<file path="config.mk">
export PLATFORM = sky130hd
export DESIGN_NAME = vfd_refresh_seq
export DESIGN_NICKNAME = d
export VERILOG_FILES = /design/src/rtl/vfd_seq_pkg.sv /design/src/rtl/vfd_slot_timer.sv /design/src/rtl/vfd_grid_scan.sv /design/src/rtl/vfd_anode_loader.sv /design/src/rtl/vfd_refresh_seq.sv
export SDC_FILE = /design/constraint.sdc
export NUM_CORES = 1
export LEC_CHECK = 0
export BUFFER_PORTS_ARGS = -buffer_cell sky130_fd_sc_hd__buf_4
export CORE_MARGIN = 2
export CORE_UTILIZATION = 30
export CTS_CLUSTER_SIZE = 30
export DETAILED_ROUTE_END_ITERATION = 8
export PLACE_DENSITY = 0.48
export SLEW_MARGIN = 15
export SYNTH_ARGS = -nofsm -noshare
export SYNTH_HDL_FRONTEND = slang
export SYNTH_SLANG_ARGS = --single-unit
</file>
<file path="constraint.sdc">
create_clock -name clk -period 2.5 [get_ports clk]
set_input_delay 0 -clock clk [delete_from_list [all_inputs] [get_ports clk]]
set_output_delay 0 -clock clk [all_outputs]
set_load 0.005 [all_outputs]
</file>
<file path="src/rtl/vfd_seq_pkg.sv">
package vfd_seq_pkg;

    // slot-relative cycle positions of the fixed events
    localparam int unsigned STEP_AT    = 1;  // grid clock + anode latch
    localparam int unsigned GS_LAST    = 2;  // last cycle of the grid start window
    localparam int unsigned FETCH_AT   = 2;  // pattern read request
    localparam int unsigned CAPTURE_AT = 4;  // pattern word lands in frame
    localparam int unsigned SHIFT_AT   = 5;  // first serial cycle

    typedef struct packed {
        logic gs_win;
        logic step;
    } grid_evt_t;

    typedef struct packed {
        logic step;
        logic fetch;
        logic capture;
        logic shift_on;
        logic shift_hi;
        logic blank;
    } anode_evt_t;

    typedef struct packed {
        logic sin;
        logic clk;
        logic lat;
    } drv_pins_t;

    function automatic int unsigned wrap_next(input int unsigned idx, input int unsigned n);
        return (idx + 1 >= n) ? 0 : idx + 1;
    endfunction

    function automatic logic in_span(input int unsigned c, input int unsigned lo, input int unsigned hi);
        return (c >= lo) && (c < hi);
    endfunction

endpackage

</file>
<file path="src/rtl/vfd_slot_timer.sv">
module vfd_slot_timer
    import vfd_seq_pkg::*;
#(
    parameter int unsigned NUM_GRIDS  = 20,
    parameter int unsigned ANODE_LEN  = 96,
    parameter int unsigned SLOT_CLKS  = 256,
    parameter int unsigned BLANK_CLKS = 8,
    parameter int unsigned SW         = 5
) (
    input  logic            clk,
    input  logic            rst,
    output grid_evt_t       g_evt,
    output anode_evt_t      a_evt,
    output logic [SW-1:0]   fetch_idx
);
    localparam int unsigned CNT_W     = $clog2(SLOT_CLKS);
    localparam int unsigned SHIFT_END = SHIFT_AT + 2 * ANODE_LEN;
    localparam int unsigned BLANK_HI  = SLOT_CLKS - BLANK_CLKS;

    logic [CNT_W-1:0] cnt;
    logic [SW-1:0]    disp;
    logic             wrap;

    assign wrap      = (cnt == CNT_W'(SLOT_CLKS - 1));
    assign fetch_idx = SW'(wrap_next(32'(disp), NUM_GRIDS));

    always_ff @(posedge clk) begin
        if (rst) begin
            cnt  <= '0;
            disp <= '0;
        end else if (wrap) begin
            cnt  <= '0;
            disp <= fetch_idx;
        end else begin
            cnt  <= cnt + CNT_W'(1);
        end
    end

    always_comb begin
        int unsigned c;
        c = 32'(cnt);
        g_evt.gs_win   = (disp == '0) && (c <= GS_LAST);
        g_evt.step     = (c == STEP_AT);
        a_evt.step     = (c == STEP_AT);
        a_evt.fetch    = (c == FETCH_AT);
        a_evt.capture  = (c == CAPTURE_AT);
        a_evt.shift_on = in_span(c, SHIFT_AT, SHIFT_END);
        a_evt.shift_hi = a_evt.shift_on && (((c - SHIFT_AT) & 32'd1) != 0);
        a_evt.blank    = (c < BLANK_CLKS) || (c >= BLANK_HI);
    end

endmodule

</file>
<file path="src/rtl/vfd_grid_scan.sv">
module vfd_grid_scan
    import vfd_seq_pkg::*;
(
    input  logic      clk,
    input  logic      rst,
    input  grid_evt_t g_evt,
    output logic      grid_sin,
    output logic      grid_clk,
    output logic      grid_lat
);
    drv_pins_t q;

    always_ff @(posedge clk) begin
        if (rst) begin
            q <= '0;
        end else begin
            q.sin <= g_evt.gs_win;
            q.clk <= g_evt.step;
            q.lat <= 1'b1;
        end
    end

    assign grid_sin = q.sin;
    assign grid_clk = q.clk;
    assign grid_lat = q.lat;

endmodule

</file>
<file path="src/rtl/vfd_anode_loader.sv">
module vfd_anode_loader
    import vfd_seq_pkg::*;
#(
    parameter int unsigned PAT_BITS  = 72,
    parameter int unsigned ANODE_LEN = 96,
    parameter int unsigned SW        = 5
) (
    input  logic                clk,
    input  logic                rst,
    input  anode_evt_t          a_evt,
    input  logic [SW-1:0]       fetch_idx,
    input  logic [PAT_BITS-1:0] pat_rd_data,
    output logic                pat_rd_en,
    output logic [SW-1:0]       pat_rd_slot,
    output logic                anode_sin,
    output logic                anode_clk,
    output logic                anode_lat,
    output logic                anode_blank
);
    logic [ANODE_LEN-1:0] padded;
    logic [ANODE_LEN-1:0] frame;
    drv_pins_t            q;
    logic                 blank_q;

    generate
        if (ANODE_LEN > PAT_BITS) begin : g_pad
            assign padded = {{(ANODE_LEN - PAT_BITS){1'b0}}, pat_rd_data};
        end else begin : g_trim
            assign padded = pat_rd_data[ANODE_LEN-1:0];
        end
    endgenerate

    always_ff @(posedge clk) begin
        if (rst) begin
            pat_rd_en   <= 1'b0;
            pat_rd_slot <= '0;
            frame       <= '0;
            q           <= '0;
            blank_q     <= 1'b0;
        end else begin
            pat_rd_en <= a_evt.fetch;
            if (a_evt.fetch) begin
                pat_rd_slot <= fetch_idx;
            end
            if (a_evt.capture) begin
                frame <= padded;
            end else if (a_evt.shift_hi) begin
                frame <= {frame[ANODE_LEN-2:0], 1'b0};
            end
            if (a_evt.shift_on && !a_evt.shift_hi) begin
                q.sin <= frame[ANODE_LEN-1];
            end
            q.clk   <= a_evt.shift_hi;
            q.lat   <= a_evt.step;
            blank_q <= a_evt.blank;
        end
    end

    assign anode_sin   = q.sin;
    assign anode_clk   = q.clk;
    assign anode_lat   = q.lat;
    assign anode_blank = blank_q;

endmodule

</file>
<file path="src/rtl/vfd_refresh_seq.sv">
module vfd_refresh_seq
    import vfd_seq_pkg::*;
#(
    parameter int unsigned NUM_GRIDS  = 20,
    parameter int unsigned PAT_BITS   = 72,
    parameter int unsigned ANODE_LEN  = 96,
    parameter int unsigned SLOT_CLKS  = 256,
    parameter int unsigned BLANK_CLKS = 8,
    localparam int unsigned SW        = $clog2(NUM_GRIDS)
) (
    input  logic                clk,
    input  logic                rst,
    output logic                pat_rd_en,
    output logic [SW-1:0]       pat_rd_slot,
    input  logic [PAT_BITS-1:0] pat_rd_data,
    output logic                grid_sin,
    output logic                grid_clk,
    output logic                grid_lat,
    output logic                anode_sin,
    output logic                anode_clk,
    output logic                anode_lat,
    output logic                anode_blank
);
    grid_evt_t     g_evt;
    anode_evt_t    a_evt;
    logic [SW-1:0] fetch_idx;

    vfd_slot_timer #(
        .NUM_GRIDS (NUM_GRIDS),
        .ANODE_LEN (ANODE_LEN),
        .SLOT_CLKS (SLOT_CLKS),
        .BLANK_CLKS(BLANK_CLKS),
        .SW        (SW)
    ) u_timer (
        .clk      (clk),
        .rst      (rst),
        .g_evt    (g_evt),
        .a_evt    (a_evt),
        .fetch_idx(fetch_idx)
    );

    vfd_grid_scan u_grid (
        .clk     (clk),
        .rst     (rst),
        .g_evt   (g_evt),
        .grid_sin(grid_sin),
        .grid_clk(grid_clk),
        .grid_lat(grid_lat)
    );

    vfd_anode_loader #(
        .PAT_BITS (PAT_BITS),
        .ANODE_LEN(ANODE_LEN),
        .SW       (SW)
    ) u_anode (
        .clk        (clk),
        .rst        (rst),
        .a_evt      (a_evt),
        .fetch_idx  (fetch_idx),
        .pat_rd_data(pat_rd_data),
        .pat_rd_en  (pat_rd_en),
        .pat_rd_slot(pat_rd_slot),
        .anode_sin  (anode_sin),
        .anode_clk  (anode_clk),
        .anode_lat  (anode_lat),
        .anode_blank(anode_blank)
    );

endmodule

</file>
# Word level (Yosys, flattened, before mapping)
# Cells that the tools add are included.
# op_classes
n_eq_ne,4
n_lt_le_gt_ge,6
n_mux,4
add_sub_neg,3
reduce_logical,10
# ops
cell,count
72-bit two-way mux,2
8-bit by 1-bit adder with 8-bit output (second input constant),1
8-bit by 1-bit == test with 1-bit output (second input constant),1
8-bit by 2-bit == test with 1-bit output (second input constant),1
8-bit by 3-bit == test with 1-bit output (second input constant),1
8-bit == test (second input constant),1
8-bit by 3-bit >= comparator with 1-bit output (second input constant),1
8-bit >= comparator (second input constant),1
8-bit by 2-bit <= comparator with 1-bit output (second input constant),1
8-bit by 4-bit less-than comparator with 1-bit output (second input constant),1
8-bit less-than comparator (second input constant),1
5-bit by 1-bit adder with 6-bit output (second input constant),1
6-bit by 5-bit >= comparator with 1-bit output (second input constant),1
5-bit zero test,1
5-bit two-way mux,1
1-bit logical AND,4
2-bit OR reduction,2
2-bit nonzero test,1
1-bit zero test,1
1-bit logical OR,1
1-bit two-way mux,1
1-bit subtractor (second input constant),1
# word_totals
register_bits,121
out_inout_bits,13
inputBits,74
wordCells,39

# Depth between registers and ports, before layout
# Gate-level depths: netlist (run 1).
# logic_depth
ltp_word,5
mapped_depth,10
depth_no_buf,7

# Cells and area by module
# From an unflattened synthesis (run 1), not the netlist that was laid out.
# hier_totals
hier_cells,539
area_unflattened_um2,5905.7
# by_module_without_submodules
mod,cells_each,area_each_um2,instances
vfd_anode_loader,420,4934.7,1
vfd_slot_timer,113,894.6,1
vfd_grid_scan,6,76.3,1

# Worst setup path before layout (run 1)
# OpenSTA, ideal clock, no wires.
# synth_path
kind,reg2reg
from,register u_timer.cnt[0]
to,register u_anode.frame[47]
path_slack_ns,0.575
path_buffers,3
required_ns,2.372
path_stages_with_launch,11
t_arrival_ns,1.797
synth_period_minus_slack_ns,1.925
path_cell_list,dfxtp_1 > inv_1 > ha_1 > nand2b_1 > a21o_1 > nand3_1 > buf_4 > buf_6 > buf_6 > mux2i_1 > o21ai_1
# synth_via
elab_chain_len,4
word_cells_on_any_way,8
# synth_lines
item,line_no,rtl
start: declaration,vfd_slot_timer.sv:20,logic [CNT_W-1:0] cnt;
start signal: assignment,vfd_slot_timer.sv:35,cnt <= cnt + CNT_W'(1);
8-bit by 3-bit >= comparator with 1-bit output or 8-bit less-than comparator (tied branches),vfd_seq_pkg.sv:35,return (c >= lo) && (c < hi);
1-bit logical AND,vfd_seq_pkg.sv:35,
1-bit logical AND,vfd_slot_timer.sv:48,a_evt.shift_hi = a_evt.shift_on && (((c - SHIFT_AT) & 32'd1) != 0);
2-bit nonzero test (no source line),-,
end signal: assignment,vfd_anode_loader.sv:46,frame <= padded;
end signal: assignment,vfd_anode_loader.sv:48,"frame <= {frame[ANODE_LEN-2:0], 1'b0};"
end: declaration,vfd_anode_loader.sv:21,logic [ANODE_LEN-1:0] frame;
# Parallel ways exist; a longest one is shown, timed or not.
# A chain may end at the register's enable or synchronous reset.

# Final worst setup path (run 1)
# layout_path
from,register u_timer.cnt[1]
to,register u_anode.frame[40]
# Same word-level chain as after synthesis.

==> flow_summary.ini, run 1 <==
[floorplanning]
die_w_microns = 132.4
row_count = 46
num_io_pins = 87
coreArea_sq_mm = 0.01600
dieArea_sq_mm = 0.01754
start_util_pct = 30.93
die_h_microns = 132.4

[power_and_ir_drop]
p_leak_nw = 3.100
powerDensity_mw_per_mm2 = 664.7
vdd_drop_max_v = 0.0005210

[clock_tree]
cts_setup_buffers = 0
cts_root_buf = clkbuf_16
clock_latency_ns = 0.41
cts.clk_slew.worst_paths_ns = 0.05
cts_htree_levels = 4
cts_tree = built
cts_buffers = 17
cts_max_path_buffers = 2
cts_sinks = 121

[global_route]
antenna_found_initial = 0
grt_max_degree = 96
gr-usage-all-layers_pct = 13.66
gr-total-overflow = 0
grt_pass1_wl_microns = 19620
grt_pass1_vias = 4179

[timing]
rsz0062_at_grt = false
hold_violations = 0
slew_headroom_pct = 53.50
fin_tns_setup_ns = 0
finClkSkew_ns = 0.006850
period_minus_slack_ns = 2.092
timing.final.ws_setup_ns = 0.4077
setup_viol = 0
drv_slew = 0
post-route-period-util_pct = 83.69
clock.fmax_ghz = 0.4779
tightest_slew_ns = 0.6911

[worst_setup_path]
worstSetupStartpointType = register
regToRegStartpoint = u_timer.cnt[1]$_SDFF_PP0_
r2r_cells = 8
reg2reg_slack_ns = 0.41
worstPathRequired_ns = 2.78
critical_path.max_fanout = 37
critPathCaptureType = register
rr_endpoint = u_anode.frame[40]$_SDFFE_PP0P_
worstSetupPathType = register to register
crit_end = u_anode.frame[40]$_SDFFE_PP0P_
startpoint = u_timer.cnt[1]$_SDFF_PP0_
cp.arrival_ns = 2.37

[cells_and_area]
syn2layout_area_growth_pct = 43.44
n_fill_cell = 1569
diodes = 0
nets = 783
drive_above_1_share_pct = 18.02

[logic_synthesis]
synth_top_family_by_area = simple AND/OR/NAND/NOR gates
ys_seq_area_share_pct = 48.95
synth_mux_area_share_pct = 14.79
yosys.area_share.simple_pct = 16.23
synth_nets = 636
yosysMostFrequentCell = nand2_1
synth_common_cells = nand2_1, dfxtp_1, mux2i_1
synth_ff_type = dfxtp_1
synthXorXnorAreaFrac_pct = 1.239
synth-edff-count = 0
synthArstFlopShare_pct = 0
synth_compound_area_share_pct = 12.69
post-synth-top-area-cell = dfxtp_1
synth.top_cell.area_share_pct = 48.95
ys_seq_elements = 121
synth_cell_type_count = 44
syn_inst = 556
synth_area_sq_mm = 0.004948
synth-adder-area-share_pct = 1.517
ys_warn_count = 0
synth.area.top_cells = dfxtp_1, mux2i_1, nand2_1
post_synth.cell_area_avg_sq_um = 8.900

[detailed_routing]
drt_wl_total_microns = 11490
postRouteAntennaNets = 0
firstDrtPassIters = 4
via_per_inst = 4.512
routed-via-count = 4205
drtIter0Drc = 253
drc_errors = 0
wl_per_cell_microns = 12.33

[placement]
hpwlAfterDp_microns = 7265
gp_congestion = 0.8028
io_buffer_count = 86
preCtsSetupSlack_ns = 0.4153

[flow_run]
maxCapViolCount = 0

[run_status]
status = finished, final reports clean

[min_path]
min_delay_path_depth = 4
hp-class = primary input to register
through the flow:
step	hold WS, ns	area, sq um	power [mW]	cells	utilization, %
floorplan	0.1086	4949	2.187	556	-
CTS	0.3038	7098	4.788	932	44.36
global placement	0.1963	5802	2.335	827	36.26
finish	0.3296	7098	4.718	932	44.36
global route	0.3351	7098	4.930	932	44.36
detailed placement	0.1990	5802	2.339	827	36.26
report_power, final:
part	total (mW)	internal, mW	switching, mW
sequential	2.00	1.97	0.0251
clock	2.33	1.51	0.825
combinational	0.387	0.227	0.161
placed cells by master (no fill, tap or decap), types with 2 or more instances in the layout:
cell type | Yosys | routed
a21oi_1 | 33 | 33
bufinv_16 | 0 | 2
dfxtp_1 | 121 | 121
and2_1 | 2 | 2
clkbuf_8 | 0 | 2
nand4_1 | 3 | 3
nor3_4 | 1 | 2
or3_1 | 2 | 2
nand3_1 | 10 | 9
o21ai_0 | 51 | 51
nand2b_1 | 2 | 2
clkbuf_1 | 17 | 4
dlygate4sd3_1 | 0 | 73
buf_4 | 7 | 88
inv_1 | 6 | 6
clkinv_2 | 0 | 6
nor2_1 | 22 | 22
a31oi_1 | 2 | 2
xor2_1 | 3 | 3
a211oi_1 | 2 | 2
ha_1 | 6 | 6
o21ai_1 | 23 | 23
nor4_1 | 3 | 3
nor3_1 | 2 | 2
mux2i_1 | 72 | 72
buf_12 | 0 | 5
nand2_1 | 130 | 130
xnor2_1 | 4 | 4
clkbuf_16 | 0 | 17
sequential cells by signal, indices dropped and copies added, names as in the netlist:
| signal | count |
|---|---|
| u_anode.pat_rd_en | 1 |
| u_grid.grid_sin | 1 |
| u_anode.anode_sin | 1 |
| u_anode.frame | 96 |
| u_timer.disp | 5 |
| u_grid.grid_lat | 1 |
| u_timer.cnt | 8 |
| u_anode.anode_clk | 1 |
| u_anode.pat_rd_slot | 5 |
| u_anode.anode_blank | 1 |
| u_grid.grid_clk | 1 |
kinds of logic after synthesis:
logic type      count (synthesis)
mux                            73
simple gates                  186
buf+inv                        44
xor+xnor                        7
fa+ha+maj                       6
flops                         121
compound gates                119
worst min-delay path by stage:
stage                     slack [ns]                        endpoint       startpoint
after CTS                       0.30  u_anode.frame[23]$_SDFFE_PP0P_  pat_rd_data[23]
after global placement          0.20  u_anode.frame[41]$_SDFFE_PP0P_  pat_rd_data[41]
final                           0.33  u_anode.frame[29]$_SDFFE_PP0P_  pat_rd_data[29]
after floorplan                 0.11  u_anode.frame[10]$_SDFFE_PP0P_  pat_rd_data[10]
after detailed placement        0.20  u_anode.frame[30]$_SDFFE_PP0P_  pat_rd_data[30]
after global routing            0.34  u_anode.frame[32]$_SDFFE_PP0P_  pat_rd_data[32]
worst max-delay path: stages (launching register included):
cell      delay, ns
dfxtp_1        0.39
inv_1          0.11
ha_1           0.19
nor2b_1        0.13
o211ai_1       0.31
nand3_4        0.27
buf_12         0.28
mux2i_1        0.17
o21ai_0        0.09
routing by layer:
layer  track usage (%)  routed length, microns  vias up
met1             18.01                    5634     1914
met5                 0                       0        -
met3             4.444                     518       17
met4             4.719                     170        0
met2             21.04                    5166       81
li1                  -                       -     2193
final cells by class:
cell class | count | area [sq um] | area share, %
Clock buffer | 23 | 467.9 | 6.593
Sequential cell | 121 | 2422 | 34.13
Inverter | 6 | 22.52 | 0.3173
Timing Repair Buffer | 166 | 1491 | 21.01
Tap cell | 216 | 270.3 | 3.808
Multi-Input combinational cell | 391 | 2326 | 32.77
Clock inverter | 9 | 97.59 | 1.375
what timing repair did:
action / in CTS / in global routing
hold endpoints to repair: 87 / 0
setup endpoints to repair: 0 / 0
resized for setup: 0 / 0
hold buffers: 73 / 0
Note: power is estimated with default switching activity, not from simulation.
==> inputs of run 2 (changes only) <==
- ABC_AREA: default -> 1
- PLACE_DENSITY: 0.48 -> 0.49
- clock period: 2.5 -> 1.7 ns (I/O delays scaled with it)
==> flow_summary.ini, run 2 <==
[run_status]
status = finished, violations left
violations = negative setup slack

[floorplanning]
die_w_microns = 139.2
coreArea_sq_mm = 0.01796
row_count = 49
num_io_pins = 87
dieArea_sq_mm = 0.01937
start_util_pct = 30.51
die_h_microns = 139.2

[worst_setup_path]
startpoint = u_timer.cnt[0]$_SDFF_PP0_
cp.arrival_ns = 2.07
worstPathRequired_ns = 2.04
worstSetupStartpointType = register
r2r_cells = 13
rr_endpoint = u_anode.frame[25]$_SDFFE_PP0P_
regToRegStartpoint = u_timer.cnt[0]$_SDFF_PP0_
critPathCaptureType = register
reg2reg_slack_ns = -0.03
worstSetupPathType = register to register
critical_path.max_fanout = 8

[detailed_routing]
routed-via-count = 5744
drt_wl_total_microns = 17120
routed-wl-met3_microns = 596
wl_met1_microns = 8045
postRouteAntennaNets = 0
drc_errors = 0
drtIter0Drc = 292
firstDrtPassIters = 7
met2_length_microns = 8276
top_layer = met4
via_per_inst = 4.751
wl_per_cell_microns = 14.16

[timing]
period_minus_slack_ns = 1.730
rsz0062_at_grt = true
hold_violations = 0
drv_slew = 0
finClkSkew_ns = 0.004805
clock.fmax_ghz = 0.5781
timing.final.ws_setup_ns = -0.02968
setup_viol = 16
tightest_slew_ns = 0.6726
post-route-period-util_pct = 101.7
fin_tns_setup_ns = -0.1895
slew_headroom_pct = 55.16

[logic_synthesis]
post-synth-top-area-cell = dfxtp_1
synth_ff_type = dfxtp_1
synthArstFlopShare_pct = 0
synth_cell_type_count = 26
ys_warn_count = 0
ys_seq_elements = 121
syn_inst = 796
synth_area_sq_mm = 0.005482
ys_seq_area_share_pct = 44.19
yosysMostFrequentCell = nand2_1
synth.top_cell.area_share_pct = 44.19
post_synth.cell_area_avg_sq_um = 6.886
synth-edff-count = 0
synth_nets = 876
synth.area.top_cells = dfxtp_1, nand2_1, a21oi_1
synth_common_cells = nand2_1, dfxtp_1, a21oi_1

[placement]
placed_cell_area_sq_mm = 0.006466
hpwlAfterDp_microns = 8568
io_buffer_count = 86
dp.cells = 1077
gp_congestion = 0.7611

[power_and_ir_drop]
switching_share_pct = 22.53
totalPowerFinal_mw = 7.551
p_seq_share_pct = 38.2
p_switching_mw = 1.701
vdd_drop_max_v = 0.0008049
combPwrFrac_pct = 12.2
power.clock.fraction_pct = 49.6
power.internal_mw = 5.849
powerDensity_mw_per_mm2 = 869.4
p_leak_nw = 3.623

[flow_run]
maxCapViolCount = 0

[cells_and_area]
largest_registers = u_anode.frame: 96 flops, u_timer.cnt: 8 flops
final_cells = 1209
fin_area_sq_mm = 0.008685
largest_reg_flops = 96
regMostFlops = u_anode.frame
diodes = 0
nets = 1048
drive_above_1_share_pct = 25.41
post-route-util_pct = 48.35
syn2layout_area_growth_pct = 58.43
n_fill_cell = 1747
mostFrequentLayoutCells = nand2_1, dfxtp_1, buf_4
final_common_cell = nand2_1

[min_path]
hp-start = pat_rd_data[71]
worstHoldEndpoint = u_anode.frame[71]$_SDFFE_PP0P_
min_delay_path_depth = 5
hp-class = primary input to register

[clock_tree]
cts_max_path_buffers = 2
cts_root_buf = clkbuf_16
cts_sinks = 121
cts_tree = built
cts_buffers = 17
cts.clk_slew.worst_paths_ns = 0.05
cts_htree_levels = 4
clock_latency_ns = 0.41

[global_route]
antenna_found_initial = 0
grt_pass1_vias = 5161
grt_max_degree = 53
gr-total-overflow = 0
gr-usage-all-layers_pct = 15.09
grt_pass1_wl_microns = 24500
run 2: cell count changes after synthesis, sizes merged, moves of 3 or more:
| cell | delta |
|---|---|
| nor2 | -3 |
| nand3 | +74 |
| a21oi | +73 |
| o22ai | +4 |
| nand4 | +25 |
| nor4 | -4 |
| nand2 | +200 |
| inv | +11 |
| o21ai | -67 |
| mux2i | -72 |
| buf | +18 |
| clkbuf | +3 |
run 2: how the worst max path moves through the flow:
stage | endpoint | depth (start not counted)
after floorplan | u_anode.frame[62]$_SDFFE_PP0P_ | 12
after global placement | u_anode.frame[71]$_SDFFE_PP0P_ | 10
after detailed placement | u_anode.frame[4]$_SDFFE_PP0P_ | 12
after CTS | u_anode.frame[46]$_SDFFE_PP0P_ | 12
after global routing | u_anode.frame[6]$_SDFFE_PP0P_ | 13
final | u_anode.frame[25]$_SDFFE_PP0P_ | 13
run 2: area by class of cell:
| cell class | instances | area, sq um | area share, % |
|---|---|---|---|
| clock inverter | 7 | 112.6 | 1.297 |
| inverter | 18 | 98.84 | 1.138 |
| sequential | 121 | 2427 | 27.95 |
| multi-input combinational | 599 | 2978 | 34.29 |
| tap | 229 | 286.5 | 3.299 |
| clock buffer | 24 | 503.0 | 5.792 |
| timing repair buffer | 211 | 2278 | 26.24 |
run 2: what timing repair did:
item,CTS,global route
hold buffers,71,0
buffers inserted,0,8
gates resized for setup,0,94
hold endpoints to repair,73,0
setup endpoints to repair,0,94
run 2: layer usage:
layer / vias up / global-route usage [%]
met2: 103 / 24.58
met1: 2665 / 19.94
met3: 15 / 3.384
li1: 2961 / -
met5: - / 0
met4: 0 / 4.785
run 2: stage by stage:
step	hold WS [ns]	worst slack, ns
after detailed placement	0.2789	0.01203
after global placement	0.2740	0.04601
after global routing	0.01663	-0.1231
after floorplan	0.1474	0.02010
after CTS	0.002229	0.002691
final	0.004892	-0.02968
run 2: logic make-up (layout without fill, tap and decap cells):
logic type / after synthesis / in the layout / synth area share (%)
adder cells (fa/ha/maj): 6 / 6 / 1.370
XOR/XNOR: 3 / 3 / 0.4794
buffers and inverters: 77 / 260 / 6.779
AO/OA/AOI/OAI: 119 / 119 / 10.98
AND/OR/NAND/NOR: 470 / 471 / 36.20
flip-flops: 121 / 121 / 44.19
run 2: critical path, stage by stage, from the launching register on:
cell and delay [ns]:
dfxtp_4 0.38, clkinv_4 0.08, ha_4 0.16, inv_2 0.04, nand2_2 0.05, nand2_2 0.09
nor2_4 0.04, nand2_4 0.07, nand3_4 0.08, buf_12 0.16, nand2_8 0.13, clkbuf_16 0.19
nand2_1 0.07, a21oi_2 0.11
run 2: power by group through the flow:
stage | combinational [mW] | sequential, mW | clock (mW)
6_report | 0.919 | 2.89 | 3.74
3_3_place_gp | 0.573 | 2.95 | 0
5_1_grt | 0.981 | 2.89 | 3.96
3_5_place_dp | 0.567 | 2.95 | 0
2_1_floorplan | 0.277 | 2.95 | 0
4_1_cts | 0.700 | 2.89 | 3.82
==> inputs of run 3 (changes only) <==
- ABC_AREA: 1 -> 0
- PLACE_DENSITY: 0.49 -> 0.5
==> flow_summary.ini, run 3 (synthesis gave the netlist of run 1 again) <==
[run_status]
status = finished, violations left
violations = negative setup slack

[cells_and_area]
diodes = 0
nets = 829
regMostFlops = u_anode.frame
largest_reg_flops = 96
drive_above_1_share_pct = 27.30
fin_area_sq_mm = 0.007884
largest_registers = u_anode.frame: 96 flops, u_timer.cnt: 8 flops
final_common_cell = nand2_1
syn2layout_area_growth_pct = 59.32
mostFrequentLayoutCells = nand2_1, buf_4, dfxtp_1

[clock_tree]
cts_root_buf = clkbuf_16
cts_max_path_buffers = 2
cts.clk_slew.worst_paths_ns = 0.06
cts_buffers = 17
cts_htree_levels = 4
cts_tree = built
clock_latency_ns = 0.41
cts_sinks = 121

[detailed_routing]
wl_met1_microns = 6017
drtIter0Drc = 165
firstDrtPassIters = 4
routed-wl-met3_microns = 479
via_per_inst = 4.590
routed-via-count = 4489
postRouteAntennaNets = 0
wl_per_cell_microns = 13.23
top_layer = met4
met2_length_microns = 6107
drc_errors = 0
drt_wl_total_microns = 12940

[worst_setup_path]
cp.arrival_ns = 2.10
rr_endpoint = u_anode.frame[13]$_SDFFE_PP0P_
critical_path.max_fanout = 7
reg2reg_slack_ns = -0.10
regToRegStartpoint = u_timer.cnt[0]$_SDFF_PP0_
worstPathRequired_ns = 2.00
critPathCaptureType = register
worstSetupPathType = register to register
r2r_cells = 10
worstSetupStartpointType = register

[power_and_ir_drop]
p_switching_mw = 1.609
powerDensity_mw_per_mm2 = 944.9
power.clock.fraction_pct = 51.1
p_seq_share_pct = 39.4
power.internal_mw = 5.840
combPwrFrac_pct = 9.5
vdd_drop_max_v = 0.0006464
p_leak_nw = 3.431
switching_share_pct = 21.60
totalPowerFinal_mw = 7.449

[timing]
period_minus_slack_ns = 1.805
rsz0062_at_grt = true
slew_headroom_pct = 75.51
setup_viol = 95
tightest_slew_ns = 0.3647
timing.final.ws_setup_ns = -0.1046
hold_violations = 0
finClkSkew_ns = 0.007794
clock.fmax_ghz = 0.5541
post-route-period-util_pct = 106.2
drv_slew = 0

[min_path]
min_delay_path_depth = 4
worstHoldEndpoint = u_anode.frame[48]$_SDFFE_PP0P_
hp-start = pat_rd_data[48]
hp-class = primary input to register

[global_route]
grt_pass1_vias = 4575
gr-usage-all-layers_pct = 14.71
grt_max_degree = 56
gr-total-overflow = 0
grt_pass1_wl_microns = 21090
antenna_found_initial = 0

[placement]
gp_congestion = 0.7966
placed_cell_area_sq_mm = 0.006115
hpwlAfterDp_microns = 8034
io_buffer_count = 86

[floorplanning]
num_io_pins = 87
coreArea_sq_mm = 0.01600
die_w_microns = 132.4
die_h_microns = 132.4
dieArea_sq_mm = 0.01754
row_count = 46
start_util_pct = 30.93

[flow_run]
maxCapViolCount = 0
run 3: cell count changes in the layout (fill, tap and decap cells not counted), sizes merged, moves of 3 or more:
cell and change:
o22ai -4, nor4 +4, o21ai +67, nand3 -73, inv -8, a21oi -73
mux2i +72, clkbuf -9, nand2 -201, nor2 +3, buf +6, nand4 -25
clkinv -4
run 3: critical path, stage by stage, from the launching register on:
cell and delay [ns]:
dfxtp_4 0.38, inv_4 0.04, ha_4 0.15, nor2b_4 0.11, o211ai_1 0.16, buf_4 0.18, buf_12 0.11, nand3_4 0.11
clkbuf_16 0.20, mux2i_1 0.17, o21ai_1 0.07
run 3: cell type report:
class	instances	area, sq um
Inverter	6	25.02
Fill cell	1476	8117
Clock buffer	23	499.2
Multi-Input combinational cell	392	2501
Clock inverter	9	135.1
Sequential cell	121	2430
Timing Repair Buffer	211	2023
Tap cell	216	270.3
run 3: per-layer routing:
layer / global-route usage [%] / vias to the layer above
met1: 18.14 / 2070
met4: 7.049 / 0
met5: 0 / -
met2: 24.04 / 102
li1: - / 2292
met3: 3.678 / 25
run 3: stage by stage:
| step | TNS (ns) | util [%] | instances | setup slack, ns | hold WS, ns |
|---|---|---|---|---|---|
| 2_1_floorplan | -1.417 | - | 556 | -0.06411 | 0.1086 |
| 3_3_place_gp | -0.001484 | 38.22 | 861 | -0.001484 | 0.1978 |
| 3_5_place_dp | -4.036 | 38.22 | 861 | -0.1018 | 0.2011 |
| 4_1_cts | -1.407 | 47.08 | 969 | -0.05646 | 0.3098 |
| 5_1_grt | -15.59 | 49.27 | 978 | -0.2137 | 0.3410 |
| 6_report | -5.057 | 49.27 | 978 | -0.1046 | 0.3263 |
run 3: timing repair:
item | CTS | global route
resized for setup | 10 | 66
gates cloned | 0 | 8
setup buffers | 3 | 3
setup endpoints to repair | 90 | 104
pin swaps | 5 | 13
hold buffers | 73 | 0
hold endpoints to repair | 73 | 0
run 3: how the worst max path moves through the flow:
stage | start | depth (start not counted) | slack [ns] | endpoint
final | u_timer.cnt[0]$_SDFF_PP0_ | 10 | -0.10 | u_anode.frame[13]$_SDFFE_PP0P_
after floorplan | u_timer.cnt[0]$_SDFF_PP0_ | 10 | -0.06 | u_anode.frame[47]$_SDFFE_PP0P_
after global placement | u_timer.cnt[0]$_SDFF_PP0_ | 9 | -0.001 | u_anode.frame[71]$_SDFFE_PP0P_
after detailed placement | u_timer.cnt[1]$_SDFF_PP0_ | 9 | -0.10 | u_anode.frame[12]$_SDFFE_PP0P_
after global routing | u_timer.cnt[0]$_SDFF_PP0_ | 10 | -0.21 | u_anode.frame[13]$_SDFFE_PP0P_
after CTS | u_timer.cnt[0]$_SDFF_PP0_ | 9 | -0.06 | u_anode.frame[61]$_SDFFE_PP0P_
run 3: power by group through the flow:
stage / Sequential [mW] / Clock (mW) / Combinational (mW)
6_report: 2.94 / 3.80 / 0.708
3_3_place_gp: 2.99 / 0 / 0.488
2_1_floorplan: 2.99 / 0 / 0.229
5_1_grt: 2.94 / 4.03 / 0.768
4_1_cts: 2.94 / 3.89 / 0.647
3_5_place_dp: 3.00 / 0 / 0.495
